File: src/rtl/cmp_csr_pkg.sv
package cmp_csr_pkg;
  localparam int REG_W = 8;

  // bit positions of the control/status byte
  localparam int B_OFF  = 7;
  localparam int B_BG   = 6;
  localparam int B_LVL  = 5;
  localparam int B_FLAG = 4;
  localparam int B_IE   = 3;
  localparam int B_CAP  = 2;

  typedef enum logic [1:0] {
    MODE_ANY  = 2'b00,
    MODE_RSVD = 2'b01,
    MODE_FALL = 2'b10,
    MODE_RISE = 2'b11
  } edge_mode_e;

  typedef struct packed {
    logic       off;
    logic       bg;
    logic       ie;
    logic       cap;
    edge_mode_e mode;
  } ctrl_t;
endpackage

File: src/rtl/cmp_sync.sv
module cmp_sync #(
  parameter int STAGES = 2
) (
  input  logic clk,
  input  logic rst,
  input  logic d_async,
  output logic q_sync
);
  logic [STAGES-1:0] chain;

  generate
    for (genvar i = 0; i < STAGES; i++) begin : g_stage
      if (i == 0) begin : g_first
        always_ff @(posedge clk) begin
          if (rst) chain[0] <= 1'b0;
          else     chain[0] <= d_async;
        end
      end else begin : g_next
        always_ff @(posedge clk) begin
          if (rst) chain[i] <= 1'b0;
          else     chain[i] <= chain[i-1];
        end
      end
    end
  endgenerate

  assign q_sync = chain[STAGES-1];
endmodule

File: src/rtl/cmp_edge_det.sv
module cmp_edge_det
  import cmp_csr_pkg::*;
(
  input  logic       clk,
  input  logic       rst,
  input  logic       lvl,
  input  logic       off,
  input  edge_mode_e mode,
  output logic       evt
);
  logic prev_lvl;
  logic prev_sel;
  logic sel;

  // level seen by the edge modes: inverted for falling detection
  assign sel = lvl ^ (mode == MODE_FALL);

  always_ff @(posedge clk) begin
    if (rst) begin
      prev_lvl <= 1'b0;
      prev_sel <= 1'b0;
    end else begin
      prev_lvl <= lvl;
      prev_sel <= sel;
    end
  end

  always_comb begin
    evt = 1'b0;
    if (!off) begin
      unique case (mode)
        MODE_ANY:            evt = lvl ^ prev_lvl;
        MODE_FALL, MODE_RISE: evt = sel & ~prev_sel;
        default:             evt = 1'b0;
      endcase
    end
  end

  a_r6_reserved_silent: assert property (@(posedge clk) disable iff (rst)
    (mode == MODE_RSVD) |-> !evt);
  a_r11_off_no_event: assert property (@(posedge clk) disable iff (rst)
    off |-> !evt);
endmodule

File: src/rtl/cmp_irq_csr.sv
module cmp_irq_csr
  import cmp_csr_pkg::*;
#(
  parameter int                ADDR_W   = 8,
  parameter logic [ADDR_W-1:0] DATA_OFS = 8'h50,
  parameter int                IO_GAP   = 32,
  parameter int                SYNC_N   = 2
) (
  input  logic              clk,
  input  logic              rst,
  input  logic              bus_io,
  input  logic [ADDR_W-1:0] bus_addr,
  input  logic              bus_we,
  input  logic              bus_re,
  input  logic [REG_W-1:0]  bus_wdata,
  output logic [REG_W-1:0]  bus_rdata,
  input  logic              cmp_raw,
  input  logic              irq_ack,
  output logic              irq_req,
  output logic              cmp_off,
  output logic              bg_sel,
  output logic              cap_en,
  output logic              cap_trig
);
  localparam logic [ADDR_W-1:0] IO_OFS = ADDR_W'(int'(DATA_OFS) - IO_GAP);

  ctrl_t ctl_q;
  logic  flag_q;
  logic  lvl_s;
  logic  evt;
  logic  hit;
  logic  wr_hit;
  logic  clr;
  logic [REG_W-1:0] rd_val;

  cmp_sync #(.STAGES(SYNC_N)) u_sync (
    .clk    (clk),
    .rst    (rst),
    .d_async(cmp_raw),
    .q_sync (lvl_s)
  );

  cmp_edge_det u_edge (
    .clk (clk),
    .rst (rst),
    .lvl (lvl_s),
    .off (ctl_q.off),
    .mode(ctl_q.mode),
    .evt (evt)
  );

  assign hit    = bus_io ? (bus_addr == IO_OFS) : (bus_addr == DATA_OFS);
  assign wr_hit = bus_we & hit;
  assign clr    = (wr_hit & bus_wdata[B_FLAG]) | irq_ack;

  always_ff @(posedge clk) begin
    if (rst) begin
      ctl_q <= '0;
    end else if (wr_hit) begin
      ctl_q.off  <= bus_wdata[B_OFF];
      ctl_q.bg   <= bus_wdata[B_BG];
      ctl_q.ie   <= bus_wdata[B_IE];
      ctl_q.cap  <= bus_wdata[B_CAP];
      ctl_q.mode <= edge_mode_e'(bus_wdata[1:0]);
    end
  end

  always_ff @(posedge clk) begin
    if (rst)      flag_q <= 1'b0;
    else if (evt) flag_q <= 1'b1;
    else if (clr) flag_q <= 1'b0;
  end

  always_comb begin
    rd_val         = '0;
    rd_val[B_OFF]  = ctl_q.off;
    rd_val[B_BG]   = ctl_q.bg;
    rd_val[B_LVL]  = lvl_s;
    rd_val[B_FLAG] = flag_q;
    rd_val[B_IE]   = ctl_q.ie;
    rd_val[B_CAP]  = ctl_q.cap;
    rd_val[1:0]    = ctl_q.mode;
  end

  always_ff @(posedge clk) begin
    if (rst)                  bus_rdata <= '0;
    else if (bus_re && hit)   bus_rdata <= rd_val;
    else                      bus_rdata <= '0;
  end

  assign irq_req  = flag_q & ctl_q.ie;
  assign cmp_off  = ctl_q.off;
  assign bg_sel   = ctl_q.bg;
  assign cap_en   = ctl_q.cap;
  assign cap_trig = ctl_q.cap & lvl_s;

  a_r9_set_wins: assert property (@(posedge clk) disable iff (rst)
    evt |=> flag_q);
  a_r8_clear_takes: assert property (@(posedge clk) disable iff (rst)
    (clr && !evt) |=> !flag_q);
  a_r11_flag_quiet_when_off: assert property (@(posedge clk) disable iff (rst)
    ctl_q.off |=> !$rose(flag_q));
  a_r12_trigger_gated: assert property (@(posedge clk) disable iff (rst)
    cap_trig |-> cap_en);
  a_r10_no_req_without_flag: assert property (@(posedge clk) disable iff (rst)
    irq_req |-> (flag_q && cap_en == ctl_q.cap));
endmodule

File: config.mk
export PLATFORM = sky130hd
export DESIGN_NAME = cmp_irq_csr
export DESIGN_NICKNAME = d
export VERILOG_FILES = /design/src/rtl/cmp_csr_pkg.sv /design/src/rtl/cmp_sync.sv /design/src/rtl/cmp_edge_det.sv /design/src/rtl/cmp_irq_csr.sv
export SDC_FILE = /design/constraint.sdc
export NUM_CORES = 1
export LEC_CHECK = 0
export ABC_AREA = 1
export CORE_UTILIZATION = 38
export DETAILED_ROUTE_END_ITERATION = 8
export PLACE_DENSITY = 0.75
export SLEW_MARGIN = 20
export SYNTH_ARGS = -nofsm -noshare
export SYNTH_HDL_FRONTEND = slang
export SYNTH_SLANG_ARGS = --single-unit
File: constraint.sdc
create_clock -name clk -period 1.1 [get_ports clk]
set_input_delay 0.11 -clock clk [delete_from_list [all_inputs] [get_ports clk]]
set_output_delay 0.11 -clock clk [all_outputs]
set_load 0.02 [all_outputs]
* Word level (Yosys, flattened, before mapping)
Index checks and enable logic that the tools add are counted.
Word-level totals: output and inout port bits 13, flip-flop bits (word level) 19, input bits 23
Cells by class: bitwise operators 10, reduce and logical (&&, ||, !) cells 5, eq/ne operators 4, multiplexer cells 5
Operator list (number):
- == test 8 x 6 -> 1 bit, second input constant | 1
- == test 8 x 7 -> 1 bit, second input constant | 1
- bitwise AND 1 bit | 5
- == test 2 bit, second input constant | 2
- two-way mux 1 bit | 4
- OR reduction 2 bit | 2
- zero test 2 bit | 1
- NOT 1 bit | 2
- one-hot mux 1 bit (2 select lines) | 1
- nonzero test 2 bit | 1
- XOR 1 bit | 2
- logical AND 1 bit | 1
- OR 1 bit | 1

* Logic depth before layout (Yosys ltp)
word-level depth 7, depth in mapped cells 9

* Hierarchy
A second synthesis with hierarchy kept.
Unflattened totals: cells, all modules 106, area, all modules 745.7 um2
Modules (own cells, without submodules):
- cmp_irq_csr | cells each 79, area an instance 566.8 um2, sequential area each 300.3 um2, times used 1
- cmp_edge_det | cells each 21, area an instance 123.9 um2, sequential area each 40.0 um2, times used 1
- cmp_sync | cells each 6, area an instance 55.1 um2, sequential area each 40.0 um2, times used 1

* Worst setup path after synthesis
Ideal clock, no wire load.
path kind input port to flip-flop, from input bus_addr[3], to register ctl_q (netlist bit bg_sel), stages 6, arrival 0.829 ns, setup slack 0.158 ns, data required time 0.987 ns, cells stage by stage or2_0 nor2_2 nand3_2 buf_6 nor2_1 nor2_1
Between the ends: word-level cells in the longest chain between the ends 3, elaborated cells on any way between the ends 4
RTL lines:
- start: declaration | line cmp_irq_csr.sv:12 | input logic [ADDR_W-1:0] bus_addr,
- == test 8 x 7 -> 1 bit or == test 8 x 6 -> 1 bit (tied branches) | line cmp_irq_csr.sv:52 | assign hit = bus_io ? (bus_addr == IO_OFS) : (bus_addr == DATA_OFS);
- two-way mux 1 bit (*) | line cmp_irq_csr.sv:52
- bitwise AND 1 bit (*) | line cmp_irq_csr.sv:53 | assign wr_hit = bus_we & hit;
- end: declaration | line cmp_irq_csr.sv:27 | ctrl_t ctl_q;
Mark *: on every way between the ends. The rest lies on a longest branch, timed or not. A chain may end at the register's enable or synchronous reset.

* Worst setup path in the final report
from register ctl_q (netlist bit bg_sel), to output bg_sel
RTL lines:
- end: declaration | line cmp_irq_csr.sv:21 | output logic bg_sel,
No word-level cell between the ends.

==> results.yml <==
worst_setup_path:
  path_buf_inv: 1
  critPathRequiredTime_ps: 990
  crit_chain: "clkdlybuf4s15_1"
  critPathKind: "reg -> out"
  cp.arrival_ps: 960
  critPathMaxStageDelay_ps: 350
  crit_family: "flip-flops"
  start_kind: "flop"
  crit_path_top_delay_cell: "dfxtp_1"
  cp-end-kind: "output port"
  crit_fanout: 2
synth:
  syn-cell-area_sq_um: 712
  ys.flop_type: "dfxtp_1"
  synth_warnings: 0
  synth_adder_area_share_pct: 0
  synth-simple-area-share_pct: 34.4
  ys_seq_area_share_pct: 53.4
  synth_area_leader_cell: "dfxtp_1"
  synth.distinct_cells: 12
  synth.most_common_cell: "nor2_1"
  synth_top_family_by_area: "simple AND/OR/NAND/NOR gates"
  yosys-top-cells-count: "nor2_1, nand2_1, dfxtp_1, inv_1, nand3_1"
  synth-xor-area-share_pct: 0
  yosys.area.top_type_share_pct: 53.4
  ys_top_cells_by_area: "dfxtp_1, nor2_1, nand2_1"
  synth_area_per_cell_sq_um: 7.19
  syn_nets: 122
  async_flop_share_pct: 0
  yosys-mux-area-fraction_pct: 0
  ys_ff_latch: 19
  synth_edf_count: 0
  synthCells: 99
  synth-compound-area-share_pct: 2.11
global_routing:
  antenna_found_initial: 0
  grt.total_usage_pct: 17.2
  grt_pass1_wl_mm: 2.52
  gr-total-overflow: 0
  grt_max_degree: 13
  grt_pass1_vias: 605
route:
  drt_iter0_drc: 13
  routed_wl_mm: 1.90
  num_vias: 740
  wl_per_cell_um: 11.4
  drt_pass1_iterations: 4
  ant_nets: 0
  vias_per_cell: 4.46
  drc: 0
cts:
  clock_path_buffers: 2
  post_cts.repair.setup_buffers: 0
  ctsHoldBuffers: 0
  cts_sinks: 19
  cts-buffers-inserted: 3
  clk_pin_slew_ps: 110
  clockRootBuffer: "clkbuf_4"
  cts_tree: "yes"
  clock_latency_ps: 300
  cts.htree.levels: 1
sta:
  setup_violations: 0
  min_period_over_period_pct: 97.7
  setup_ws_ps: 25.3
  finalMaxSlewViolations: 0
  relSlewSlack_pct: 85.1
  tightest_slew_ps: 223
  fin_skew_ps: 2.19
  setup_tns_ps: 0
  post-route-min-period_ps: 1070
  hold_viol_final: 0
  fmax_ghz: 0.930
flow_run:
  maxCapViolCount: 0
pwr:
  vdd_drop_max_uv: 647
  power_frac_seq_pct: 58.9
  p_int_w: 0.000913
  leakage_nw: 0.615
  switching_share_pct: 23.1
  switchingPower_w: 0.000275
  power.share.clock_pct: 29.9
  power.share.combinational_pct: 11.3
  powerDensity_nw_per_um2: 999
floorplanning:
  design.portCount: 36
  die_y_um: 45.3
  start_util_pct: 40.8
  die_area_sq_um: 2050
  core_sq_um: 1750
  core.rowCount: 15
  fp.dieW_um: 45.3
worst_hold_path:
  hold_path_class: "in -> reg"
layout:
  final_nets: 165
  finalNonFillerCells: 166
  drive_gt1_share_pct: 21.3
  syn_to_final_growth_pct: 67.0
  final_util_pct: 68.1
  fillers: 154
  post-route-cell-area_sq_um: 1190
  num_antenna_cells: 0
placed_design:
  hpwl_mm: 1.23
  port_buffers: 34
  placed_cell_area_sq_um: 1100
  place_congestion: 0.729
  dp_cells: 161
  pre_cts_slack_ps: -336
run_status:
  status: "finished clean"
## cell usage in the layout, fill, tap and decap left out, drive strengths merged, types with 2 or more instances in the layout
master / netlist / routed
a21oi: 2 / 2
buf: 1 / 6
clkbuf: 0 / 4
clkdlybuf4s15: 0 / 2
clkdlybuf4s50: 0 / 15
dfxtp: 19 / 19
dlygate4sd2: 0 / 8
dlymetal6s2s: 0 / 6
inv: 16 / 16
nand2: 24 / 24
nand3: 4 / 5
nand4: 2 / 2
nor2: 29 / 29
## flip-flops by register name, summed over array words and instances (netlist names)
name / flops
u_edge.prev_sel: 1
u_sync.chain: 1
bus_rdata: 8
bg_sel: 1
ctl_q: 3
u_edge.prev_lvl: 1
u_sync.q_sync: 1
flag_q: 1
cmp_off: 1
cap_en: 1
## what timing repair did
item                                    4_1_cts  5_1_grt
endpoints found under the setup margin       19       18
gates cloned                                  0        1
pin swaps                                     0        9
gates resized for setup                      24       28
## power by group through the flow
stage          Sequential [W]  Clock (W)  Combinational (W)
3_5_place_dp         0.000715          0           0.000121
3_3_place_gp         0.000714          0           0.000119
2_1_floorplan        0.000715          0          0.0000275
4_1_cts              0.000699   0.000354           0.000123
6_report             0.000699   0.000355           0.000134
5_1_grt              0.000700   0.000376           0.000146
## metrics by stage
step / hold slack [ps] / power [W]
6_report: 338 / 0.00119
3_3_place_gp: 390 / 0.000834
5_1_grt: 348 / 0.00122
2_1_floorplan: 179 / 0.000742
3_5_place_dp: 396 / 0.000835
4_1_cts: 346 / 0.00118
## path summary, 6_finish.rpt
check / depth (start not counted) / startpoint / endpoint / slack (ps)
worst max-delay path: 1 / bg_sel$_SDFFE_PP0P_ / bg_sel / 30
worst min-delay path: 7 / bus_addr[1] / ctl_q[1]$_SDFFE_PP0P_ / 340
worst max register to register: 7 / u_sync.q_sync$_SDFF_PP0_ / flag_q$_SDFFE_PP0P_ / 90
worst min register to register: 2 / u_sync.chain[0]$_SDFF_PP0_ / u_sync.q_sync$_SDFF_PP0_ / 400
## worst min-delay path, delay by kind of cell
family,cells,cell delay [ps]
buffers and inverters,1,100
AND/OR/NAND/NOR,6,390
## routing by layer
metal / GRT usage, % / share of wire (%) / vias to the layer above
li1: - / - / 383
met5: 0 / 0 / -
met4: 7.27 / 2.1 / 0
met1: 21.1 / 42 / 332
met2: 29.0 / 52 / 19
met3: 3.60 / 3.5 / 6
## cells by family (layout without fill, tap and decap cells)
family,count (synthesis),count (layout)
compound gates,3,3
buf+inv,17,58
flops,19,19
simple gates,60,61
## area by class of cell
type,count,area [sq um],share of cell area [%]
clock inverter,1,5.00,0.421
multi-input combinational,64,320,26.9
timing repair buffer,38,365,30.7
inverter,16,60.1,5.05
sequential,19,384,32.3
clock buffer,3,22.5,1.89
tap,25,31.3,2.63
No activity file was read; power rests on OpenSTA's default activity.
